<file path="src/rtl/ldrv_pkg.sv">
package ldrv_pkg;

    // Synchronized control bundle (bit order used by the synchronizer vector)
    typedef struct packed {
        logic oe_n;
        logic le_n;
        logic cp;
    } ldrv_ctl_t;

    // Reset value of the control bundle: outputs off, register mode, strobe low
    localparam ldrv_ctl_t CTL_RST = '{oe_n: 1'b1, le_n: 1'b1, cp: 1'b0};

    typedef struct packed {
        logic cp_prev;
    } ldrv_edge_t;

endpackage

</file>
<file path="src/rtl/ldrv_sync.sv">
module ldrv_sync #(
    parameter int              WIDTH   = 3,
    parameter int              STAGES  = 2,
    parameter logic [WIDTH-1:0] RST_VAL = '0
) (
    input  logic             clk,
    input  logic             rst,
    input  logic [WIDTH-1:0] async_in,
    output logic [WIDTH-1:0] sync_out
);
    localparam int LAST = STAGES - 1;

    typedef struct packed {
        logic [STAGES-1:0][WIDTH-1:0] stage;
    } sync_state_t;

    sync_state_t st_d, st_q;

    always_comb begin
        st_d = st_q;
        st_d.stage[0] = async_in;
        for (int i = 1; i < STAGES; i++) begin
            st_d.stage[i] = st_q.stage[i-1];
        end
        if (rst) begin
            for (int i = 0; i < STAGES; i++) begin
                st_d.stage[i] = RST_VAL;
            end
        end
    end

    always_ff @(posedge clk) begin
        st_q <= st_d;
    end

    assign sync_out = st_q.stage[LAST];

endmodule

</file>
<file path="src/rtl/ldrv_ctrl.sv">
module ldrv_ctrl
    import ldrv_pkg::*;
(
    input  logic      clk,
    input  logic      rst,
    input  ldrv_ctl_t ctl_s,
    output logic      load_en,
    output logic      drive_on
);
    ldrv_edge_t ed_d, ed_q;
    logic       cp_rise;

    always_comb begin
        ed_d         = ed_q;
        ed_d.cp_prev = ctl_s.cp;
        if (rst) begin
            ed_d.cp_prev = 1'b0;
        end
    end

    always_ff @(posedge clk) begin
        ed_q <= ed_d;
    end

    // Rising edge: previous sample low, current sample high
    assign cp_rise  = ctl_s.cp & ~ed_q.cp_prev;
    // Transparent mode loads every clock; register mode loads on an edge
    assign load_en  = ~ctl_s.le_n | cp_rise;
    assign drive_on = ~ctl_s.oe_n;

endmodule

</file>
<file path="src/rtl/ldrv_store.sv">
module ldrv_store #(
    parameter int WIDTH = 18
) (
    input  logic             clk,
    input  logic             rst,
    input  logic             load_en,
    input  logic [WIDTH-1:0] din,
    output logic [WIDTH-1:0] dout
);
    typedef struct packed {
        logic [WIDTH-1:0] word;
    } store_state_t;

    store_state_t sr_d, sr_q;

    always_comb begin
        sr_d = sr_q;
        if (load_en) begin
            sr_d.word = din;
        end
        if (rst) begin
            sr_d.word = '0;
        end
    end

    always_ff @(posedge clk) begin
        sr_q <= sr_d;
    end

    assign dout = sr_q.word;

endmodule

</file>
<file path="src/rtl/latch_reg_driver.sv">
module latch_reg_driver
    import ldrv_pkg::*;
#(
    parameter int WIDTH       = 18,
    parameter int SYNC_STAGES = 2
) (
    input  logic             clk,
    input  logic             rst,
    input  logic             cp_in,
    input  logic             le_n_in,
    input  logic             oe_n_in,
    input  logic [WIDTH-1:0] a_in,
    output logic [WIDTH-1:0] y_out,
    output logic [WIDTH-1:0] y_drive
);
    localparam int CTL_W = $bits(ldrv_ctl_t);

    ldrv_ctl_t ctl_raw, ctl_s;
    logic      load_en;
    logic      drive_on;
    logic      le_sync;
    logic      cp_sync;

    assign ctl_raw = '{oe_n: oe_n_in, le_n: le_n_in, cp: cp_in};

    ldrv_sync #(
        .WIDTH  (CTL_W),
        .STAGES (SYNC_STAGES),
        .RST_VAL(CTL_RST)
    ) sync_i (
        .clk     (clk),
        .rst     (rst),
        .async_in(ctl_raw),
        .sync_out(ctl_s)
    );

    assign le_sync = ctl_s.le_n;
    assign cp_sync = ctl_s.cp;

    ldrv_ctrl ctrl_i (
        .clk     (clk),
        .rst     (rst),
        .ctl_s   (ctl_s),
        .load_en (load_en),
        .drive_on(drive_on)
    );

    ldrv_store #(
        .WIDTH(WIDTH)
    ) store_i (
        .clk    (clk),
        .rst    (rst),
        .load_en(load_en),
        .din    (a_in),
        .dout   (y_out)
    );

    // One drive-enable per output bit, all from the shared enable
    for (genvar b = 0; b < WIDTH; b++) begin : g_drv
        assign y_drive[b] = drive_on;
    end

endmodule

</file>
<file path="config.mk">
export PLATFORM = sky130hd
export DESIGN_NAME = latch_reg_driver
export DESIGN_NICKNAME = d
export VERILOG_FILES = /design/src/rtl/ldrv_pkg.sv /design/src/rtl/ldrv_sync.sv /design/src/rtl/ldrv_ctrl.sv /design/src/rtl/ldrv_store.sv /design/src/rtl/latch_reg_driver.sv
export SDC_FILE = /design/constraint.sdc
export NUM_CORES = 1
export LEC_CHECK = 0
export ABC_AREA = 1
export CAP_MARGIN = 20
export CORE_ASPECT_RATIO = 1.5
export CORE_MARGIN = 2
export CORE_UTILIZATION = 26
export CTS_CLUSTER_DIAMETER = 150
export DETAILED_ROUTE_END_ITERATION = 10
export MAX_ROUTING_LAYER = met4
export PLACE_DENSITY = 0.57
export SYNTH_ARGS = -nofsm -noshare
export SYNTH_HDL_FRONTEND = slang
export SYNTH_SLANG_ARGS = --single-unit
</file>
<file path="constraint.sdc">
create_clock -name clk -period 1.6 [get_ports clk]
set_clock_uncertainty 0.1 [all_clocks]
set_input_delay 0.24 -clock clk [delete_from_list [all_inputs] [get_ports clk]]
set_output_delay 0.24 -clock clk [all_outputs]
set_load 0.03 [all_outputs]
</file>
==> results of run 1 <==
cell type report:
| cell class | count | area (um2) |
|---|---|---|
| tap | 48 | 60.1 |
| sequential | 25 | 500 |
| fill | 488 | 2870 |
| inverter | 24 | 90.1 |
| timing repair buffer | 60 | 528 |
| multi-input combinational | 80 | 403 |
| clock inverter | 1 | 7.51 |
| clock buffer | 3 | 41.3 |
placed cells by master, fill, tap and decap left out:
cell type	n
clkbuf_8	3
inv_2	1
inv_1	23
or2_2	4
nand3_1	12
buf_4	20
nand2_4	1
nor2_2	4
dlygate4sd2_1	18
dfxtp_1	25
clkinvlp_4	1
nand2_1	18
a21oi_1	18
nor2_1	17
clkdlybuf4s50_1	22
nand3_2	6
state kept, by name, summed over array words and instances, names as in the netlist:
signal and cells:
ctrl_i.ed_q 1, store_i.dout 18, sync_i.st_q 3, sync_i.sync_out 3
worst max path at each step:
stage | to | startpoint | slack (ns) | depth (start not counted)
2_1_floorplan | y_drive[0] | sync_i.sync_out[2] | 0.47 | 2
4_1_cts | y_drive[1] | sync_i.sync_out[2] | 0.08 | 2
3_3_place_gp | store_i.dout[9] | rst | 0.16 | 4
6_report | y_drive[7] | sync_i.sync_out[2] | 0.11 | 2
5_1_grt | y_drive[9] | sync_i.sync_out[2] | 0.02 | 2
3_5_place_dp | store_i.dout[4] | rst | 0.14 | 4
synth_stat cells:
master   number  area (um2)
nand3_2       6        60.1
nor2_2        4        25.0
nand2_1      18        67.6
or2_2         4        25.0
nand2_4       1        11.3
inv_1        23        86.3
a21oi_1      18        90.1
dfxtp_1      25         500
nand3_1      12        60.1
buf_4        19         143
buf_6         6        67.6
buf_2         1        5.00
nor2_1       17        63.8
inv_2         1        3.75
per-layer routing:
metal	wire, um	vias to the layer above	GRT usage [%]
met5	0	-	-
met4	0	0	3.03
met3	167	0	2.97
met2	1080	32	14.7
met1	1090	401	11.5
li1	-	526	-
logic make-up (layout without fill, tap and decap cells):
kind of cell	count (synthesis)	after routing	synth area share (%)
AOI/OAI and AO/OA	18	18	7.45
and+or+nand+nor	62	62	25.9
buffers and inverters	50	88	25.3
DFF	25	25	41.4
worst max-delay path, cell delays in order (launching register included):
cell and delay (ns):
dfxtp_1 0.31, inv_1 0.33, buf_4 0.25
power by group:
group	internal (mW)	switching, mW
clock	0.176	0.201
sequential	0.665	0.0182
combinational	0.150	0.213
total	0.991	0.432
through the flow:
stage | hold WS (ns) | utilization, %
after CTS | 0.316 | 36.2
after detailed placement | 0.295 | 35.6
after floorplan | 0.211 | -
after global placement | 0.296 | 35.6
final | 0.311 | 36.2
after global routing | 0.326 | 36.2
==> out/metrics.yaml, run 1 <==
status:
  outcome: "finished, final reports clean"
synth:
  avgSynthCellArea_um2: 7.80
  yosysWarnings: 0
  ys_types: 14
  synth-seq-area-share_pct: 41.4
  netlist_area_um2: 1210
  postSynthCellCount: 155
  synth_seq_cells: 25
  syn-num-nets: 178
sta:
  hold_viol_final: 0
  drv_slew: 0
  rsz0062_at_grt: "no"
  finalSetupViolCount: 0
  fin_setup_tns_ns: 0
  slew_headroom_pct: 70.3
  max_slew.worst_pin.slew_ns: 0.445
  timing.fmax_mhz: 672
  min_period_ns: 1.49
  fin_ws_ns: 0.112
  finalCritPeriodShare_pct: 93.0
cells_and_area:
  area_growth_pct: 34.9
  nNetsFinal: 217
  finalNonFillerCells: 241
  num_antenna_cells: 0
  fin_area_um2: 1630
  drive_gt1_share_pct: 20.7
global_routing:
  grt_max_degree: 37
  grt_antenna_before_repair: 0
  grt_util_all_layers_pct: 9.48
  grt_pass1_vias: 881
  overflow: 0
  grt_pass1_wl_um: 3800
place:
  hpwl_um: 1660
  gp_congestion: 0.687
  pre_cts_ws_ns: 0.135
  io_buffers: 58
  placed_cells: 237
  place_area_um2: 1600
route:
  dr_total_vias: 959
  wl_um: 2330
  avgRoutedWirePerCell_um: 9.68
  route.detailed.drc: 0
  ant_nets: 0
  dr.first_iter.drc_count: 46
  vias_per_cell: 3.98
  dr.pass1.iters: 3
power_and_ir_drop:
  p_leak_nw: 0.851
  ir_worst_vdd_mv: 0.316
  total_power_mw: 1.42
  p_per_area_nw_per_um2: 873
worst_setup_path:
  cp.arrival_ns: 1.15
  cp-end-kind: "primary output"
  cp-start-kind: "flop"
  regToRegEndpoint: "store_i.dout[4]"
  path_max_fanout: 18
  worstReg2RegStart: "sync_i.sync_out[0]"
  r2r_cells: 3
  r2r_setup_slack_ns: 0.47
  critPathKind: "reg -> out"
  required_ns: 1.26
floorplanning:
  core_um2: 4500
  die_area_um2: 5220
  die-width_um: 59.7
  start_util_pct: 26.8
  rows: 30
  die_h_um: 87.5
  io_pins: 59
cts:
  cts_resized: 18
  cts_inserted_buffers: 3
  cts_max_path_buffers: 2
  clk_pin_slew_ns: 0.09
  cts_sinks: 25
  ctsHtreeMaxLevel: 1
  cts_tree: "yes"
  insertion_delay_ns: 0.27
  cts_setup_buffers: 0
  clock-root-buffer: "clkbuf_8"
  holdBufCountCts: 0
job:
  cap_violations: 0
hold_path:
  hp-start: "sync_i.st_q[0]"
  min_to: "sync_i.sync_out[0]"
  hp-class: "reg -> reg"
  min_delay_path_depth: 2
Note: power is estimated with default switching activity, not from simulation.
==> run 2, diff against run 1 <==
--- a/config.mk
+++ b/config.mk
@@ -7,7 +7,7 @@
 export LEC_CHECK = 0
 export ABC_AREA = 1
 export CAP_MARGIN = 20
-export CORE_ASPECT_RATIO = 1.5
+export CORE_ASPECT_RATIO = 1.75
 export CORE_MARGIN = 2
 export CORE_UTILIZATION = 26
 export CTS_CLUSTER_DIAMETER = 150
==> out/metrics.yaml, run 2 (same netlist as run 1, synthesis figures left out) <==
status:
  outcome: "finished, final reports clean"
floorplanning:
  rows: 32
  die_area_um2: 5230
  die_h_um: 94.2
  start_util_pct: 27.2
  io_pins: 59
  core_um2: 4440
  die-width_um: 55.5
cells_and_area:
  ff_latch_area_um2: 500
  layout_commonest_cell: "dfxtp_1"
  drive_gt1_share_pct: 20.2
  fin_util_pct: 36.7
  multi_input_area_um2: 403
  nNetsFinal: 217
  num-fill-cells: 481
  num_antenna_cells: 0
  final_cell_mix: "25 x dfxtp_1, 23 x inv_1, 22 x clkdlybuf4s50_1"
  area_growth_pct: 34.9
  largest_reg_flops: 18
sta:
  timing.fmax_mhz: 675
  fin_setup_tns_ns: 0
  min_period_ns: 1.48
  hold_viol_final: 0
  slew_headroom_pct: 70.5
  rsz0062_at_grt: "no"
  finalCritPeriodShare_pct: 92.7
  max_slew.worst_pin.slew_ns: 0.442
  drv_slew: 0
  finalSetupViolCount: 0
global_routing:
  grt_antenna_before_repair: 0
  grt_util_all_layers_pct: 9.89
  grt_max_degree: 37
  grt_pass1_wl_um: 4090
  grt_pass1_vias: 908
  overflow: 0
worst_setup_path:
  critPathKind: "reg -> out"
  cp-end-kind: "primary output"
  cp-start-kind: "flop"
  path_max_fanout: 18
  cp.arrival_ns: 1.14
  r2r_cells: 3
  required_ns: 1.26
route:
  avgRoutedWirePerCell_um: 10.0
  vias_per_cell: 4.00
  dr.first_iter.drc_count: 10
  dr.pass1.iters: 2
  ant_nets: 0
  dr_total_vias: 975
  route.detailed.drc: 0
  wl_um: 2450
power_and_ir_drop:
  ir_worst_vdd_mv: 0.390
  p_leak_nw: 0.853
  p_per_area_nw_per_um2: 865
place:
  io_buffers: 58
  gp_congestion: 0.707
  hpwl_um: 1750
cts:
  clk_pin_slew_ns: 0.08
  cts_tree: "yes"
  cts_setup_buffers: 0
  cts_sinks: 25
  clock-root-buffer: "clkbuf_8"
  holdBufCountCts: 0
  insertion_delay_ns: 0.26
  cts_max_path_buffers: 2
  ctsHtreeMaxLevel: 1
  cts_inserted_buffers: 3
job:
  cap_violations: 0
hold_path:
  hp-class: "reg -> reg"
  min_delay_path_depth: 1
run 2: cell types whose count changed in the layout (fill, tap and decap cells not counted), sizes merged:
cell / before / now
clkbuf: 3 / 4
clkinvlp: 1 / 0
run 2: what timing repair did:
| item | CTS | global route |
|---|---|---|
| endpoints found under the setup margin | 18 | 0 |
| resized for setup | 18 | 0 |
| hold endpoints to repair | 0 | 0 |
run 2: cell type report:
type	count	area share [%]
well taps	51	3.91
flip-flops and latches	25	30.7
repair buffers	60	32.4
inverters	24	5.53
clock buffers	4	2.76
multi-input cells	80	24.7
run 2: critical path, cell delays in order (launching register included):
cell     delay [ns]
dfxtp_1        0.30
inv_1          0.33
buf_4          0.25
run 2: through the flow:
step | cells | setup WS, ns | power (mW) | cell area (um2) | hold WS [ns]
5_1_grt | 244 | 0.0197 | 1.50 | 1630 | 0.342
4_1_cts | 244 | 0.0890 | 1.44 | 1630 | 0.320
6_report | 244 | 0.117 | 1.41 | 1630 | 0.315
2_1_floorplan | 155 | 0.471 | 0.956 | 1210 | 0.211
3_3_place_gp | 240 | 0.155 | 1.09 | 1610 | 0.292
3_5_place_dp | 240 | 0.124 | 1.09 | 1610 | 0.298
run 2: path summary, 6_finish.rpt:
path | startpoint | end | slack [ns]
worst min-delay path | sync_i.st_q[1] | sync_i.sync_out[1] | 0.31
worst max register to register | sync_i.sync_out[0] | store_i.dout[9] | 0.45
worst min register to register | sync_i.st_q[1] | sync_i.sync_out[1] | 0.31
worst max-delay path | sync_i.sync_out[2] | y_drive[7] | 0.12
run 2: power by group:
group	total, mW	internal (mW)	leakage (nW)	switching, mW
Sequential	0.683	0.665	0.206	0.0182
Clock	0.364	0.178	0.0228	0.186
Combinational	0.363	0.150	0.623	0.213
run 2: metal layers:
layer / routed length, um / GRT usage [%]
met5: 0 / -
met4: 12 / 3.05
met3: 149 / 2.62
met2: 1210 / 17.0
met1: 1080 / 11.2
==> run 3, diff against run 2 <==
==> constraint.sdc (replaced) <==
create_clock -name clk -period 1.9 [get_ports clk]
set_clock_uncertainty 0.1 [all_clocks]
set_input_delay 0.285 -clock clk [delete_from_list [all_inputs] [get_ports clk]]
set_output_delay 0.285 -clock clk [all_outputs]
set_load 0.03 [all_outputs]
==> out/metrics.yaml, run 3 (same netlist as run 1, synthesis figures left out) <==
worst_setup_path:
  cp_cell_sequence: "clkdlybuf4s50_1"
  cp-end-kind: "primary output"
  r2r_setup_slack_ns: 0.75
  crit_path_max_incr_delay_ns: 0.67
  crit_family: "buffers and inverters"
  cp.depth: 1
  cp-start-kind: "flop"
  crit_buf_inv: 1
  r2r_cells: 3
  critPathKind: "reg -> out"
  required_ns: 1.51
  crit_slowest_cell: "clkdlybuf4s50_1"
  path_max_fanout: 2
  cp.arrival_ns: 1.29
place:
  hpwl_um: 1750
  gp_congestion: 0.657
  io_buffers: 58
floorplanning:
  die_area_um2: 5230
  io_pins: 59
  rows: 32
  start_util_pct: 27.2
  die_h_um: 94.2
  core_um2: 4440
  die-width_um: 55.5
power_and_ir_drop:
  p_leak_nw: 0.824
  p_per_area_nw_per_um2: 726
  ir_worst_vdd_mv: 0.354
cells_and_area:
  drive_gt1_share_pct: 10.9
  final_cell_mix: "40 x clkdlybuf4s50_1, 25 x dfxtp_1, 23 x inv_1"
  nNetsFinal: 217
  area_growth_pct: 38.6
  largest_reg_flops: 18
  num_antenna_cells: 0
  layout_commonest_cell: "clkdlybuf4s50_1"
sta:
  finalSetupViolCount: 0
  hold_ws_ns: 0.309
  min_period_ns: 1.67
  slew_headroom_pct: 73.1
  timing.fmax_mhz: 598
  drv_slew: 0
  fin_setup_tns_ns: 0
  max_slew.worst_pin.slew_ns: 0.403
  hold_viol_final: 0
  finalCritPeriodShare_pct: 87.9
  rsz0062_at_grt: "no"
cts:
  holdBufCountCts: 0
  cts_tree: "yes"
  cts_max_path_buffers: 2
  cts_sinks: 25
  ctsHtreeMaxLevel: 1
  insertion_delay_ns: 0.27
  cts_inserted_buffers: 3
  clock-root-buffer: "clkbuf_8"
  clk_pin_slew_ns: 0.09
global_routing:
  grt_pass1_vias: 974
  grt_util_all_layers_pct: 10.2
  overflow: 0
  grt_max_degree: 37
  grt_antenna_before_repair: 0
  grt_pass1_wl_um: 4250
route:
  avgRoutedWirePerCell_um: 10.2
  ant_nets: 0
  dr.pass1.iters: 4
  dr.first_iter.drc_count: 37
  route.detailed.drc: 0
  dr_total_vias: 981
  wl_um: 2490
  vias_per_cell: 4.02
hold_path:
  hp-class: "reg -> reg"
  min_delay_path_depth: 2
job:
  cap_violations: 0
status:
  outcome: "finished, final reports clean"
run 3: cell count changes in the layout (fill, tap and decap cells not counted), sizes merged:
cell | before | now
buf | 20 | 2
clkdlybuf4s50 | 22 | 40
run 3: what timing repair did:
item	in CTS	in global routing
endpoints found under the setup margin	18	0
resized for setup	18	0
buffers inserted	0	0
run 3: final cells by class:
class | instances | area, um2
clock buffers | 4 | 45.0
fillers | 481 | 2770
inverters | 24 | 90.1
multi-input cells | 80 | 403
flip-flops and latches | 25 | 500
well taps | 51 | 63.8
repair buffers | 60 | 573
run 3: worst reg2reg max path: stages (launching register included):
cell and delay [ns]:
dfxtp_1 0.38, nand2_4 0.25, a21oi_1 0.27, nor2_2 0.05
run 3: report_power, final:
part / total [mW] / switching, mW / leakage [nW] / internal, mW
logic: 0.321 / 0.178 / 0.595 / 0.143
clock network: 0.318 / 0.168 / 0.0228 / 0.150
registers: 0.577 / 0.0164 / 0.206 / 0.560
total: 1.22 / 0.363 / 0.824 / 0.853
run 3: worst paths after layout:
path | start | endpoint
max | store_i.dout[17] | y_out[17]
max reg2reg | sync_i.sync_out[0] | store_i.dout[4]
min reg2reg | sync_i.st_q[0] | sync_i.sync_out[0]
min | sync_i.st_q[0] | sync_i.sync_out[0]
run 3: routing by layer:
layer	share of wire, %	vias to the layer above	GRT usage (%)
li1	-	528	-
met4	0.72	0	3.66
met3	5.1	2	2.20
met5	0	-	-
met2	51	28	18.2
met1	43	423	11.0
run 3: stage by stage:
step	worst slack (ns)	area [um2]	power, mW	std cells	utilization (%)
2_1_floorplan	0.726	1210	0.805	155	-
3_3_place_gp	0.170	1650	0.923	240	37.2
3_5_place_dp	0.150	1650	0.925	240	37.2
4_1_cts	0.206	1680	1.24	244	37.7
5_1_grt	0.132	1680	1.28	244	37.7
6_report	0.229	1680	1.22	244	37.7
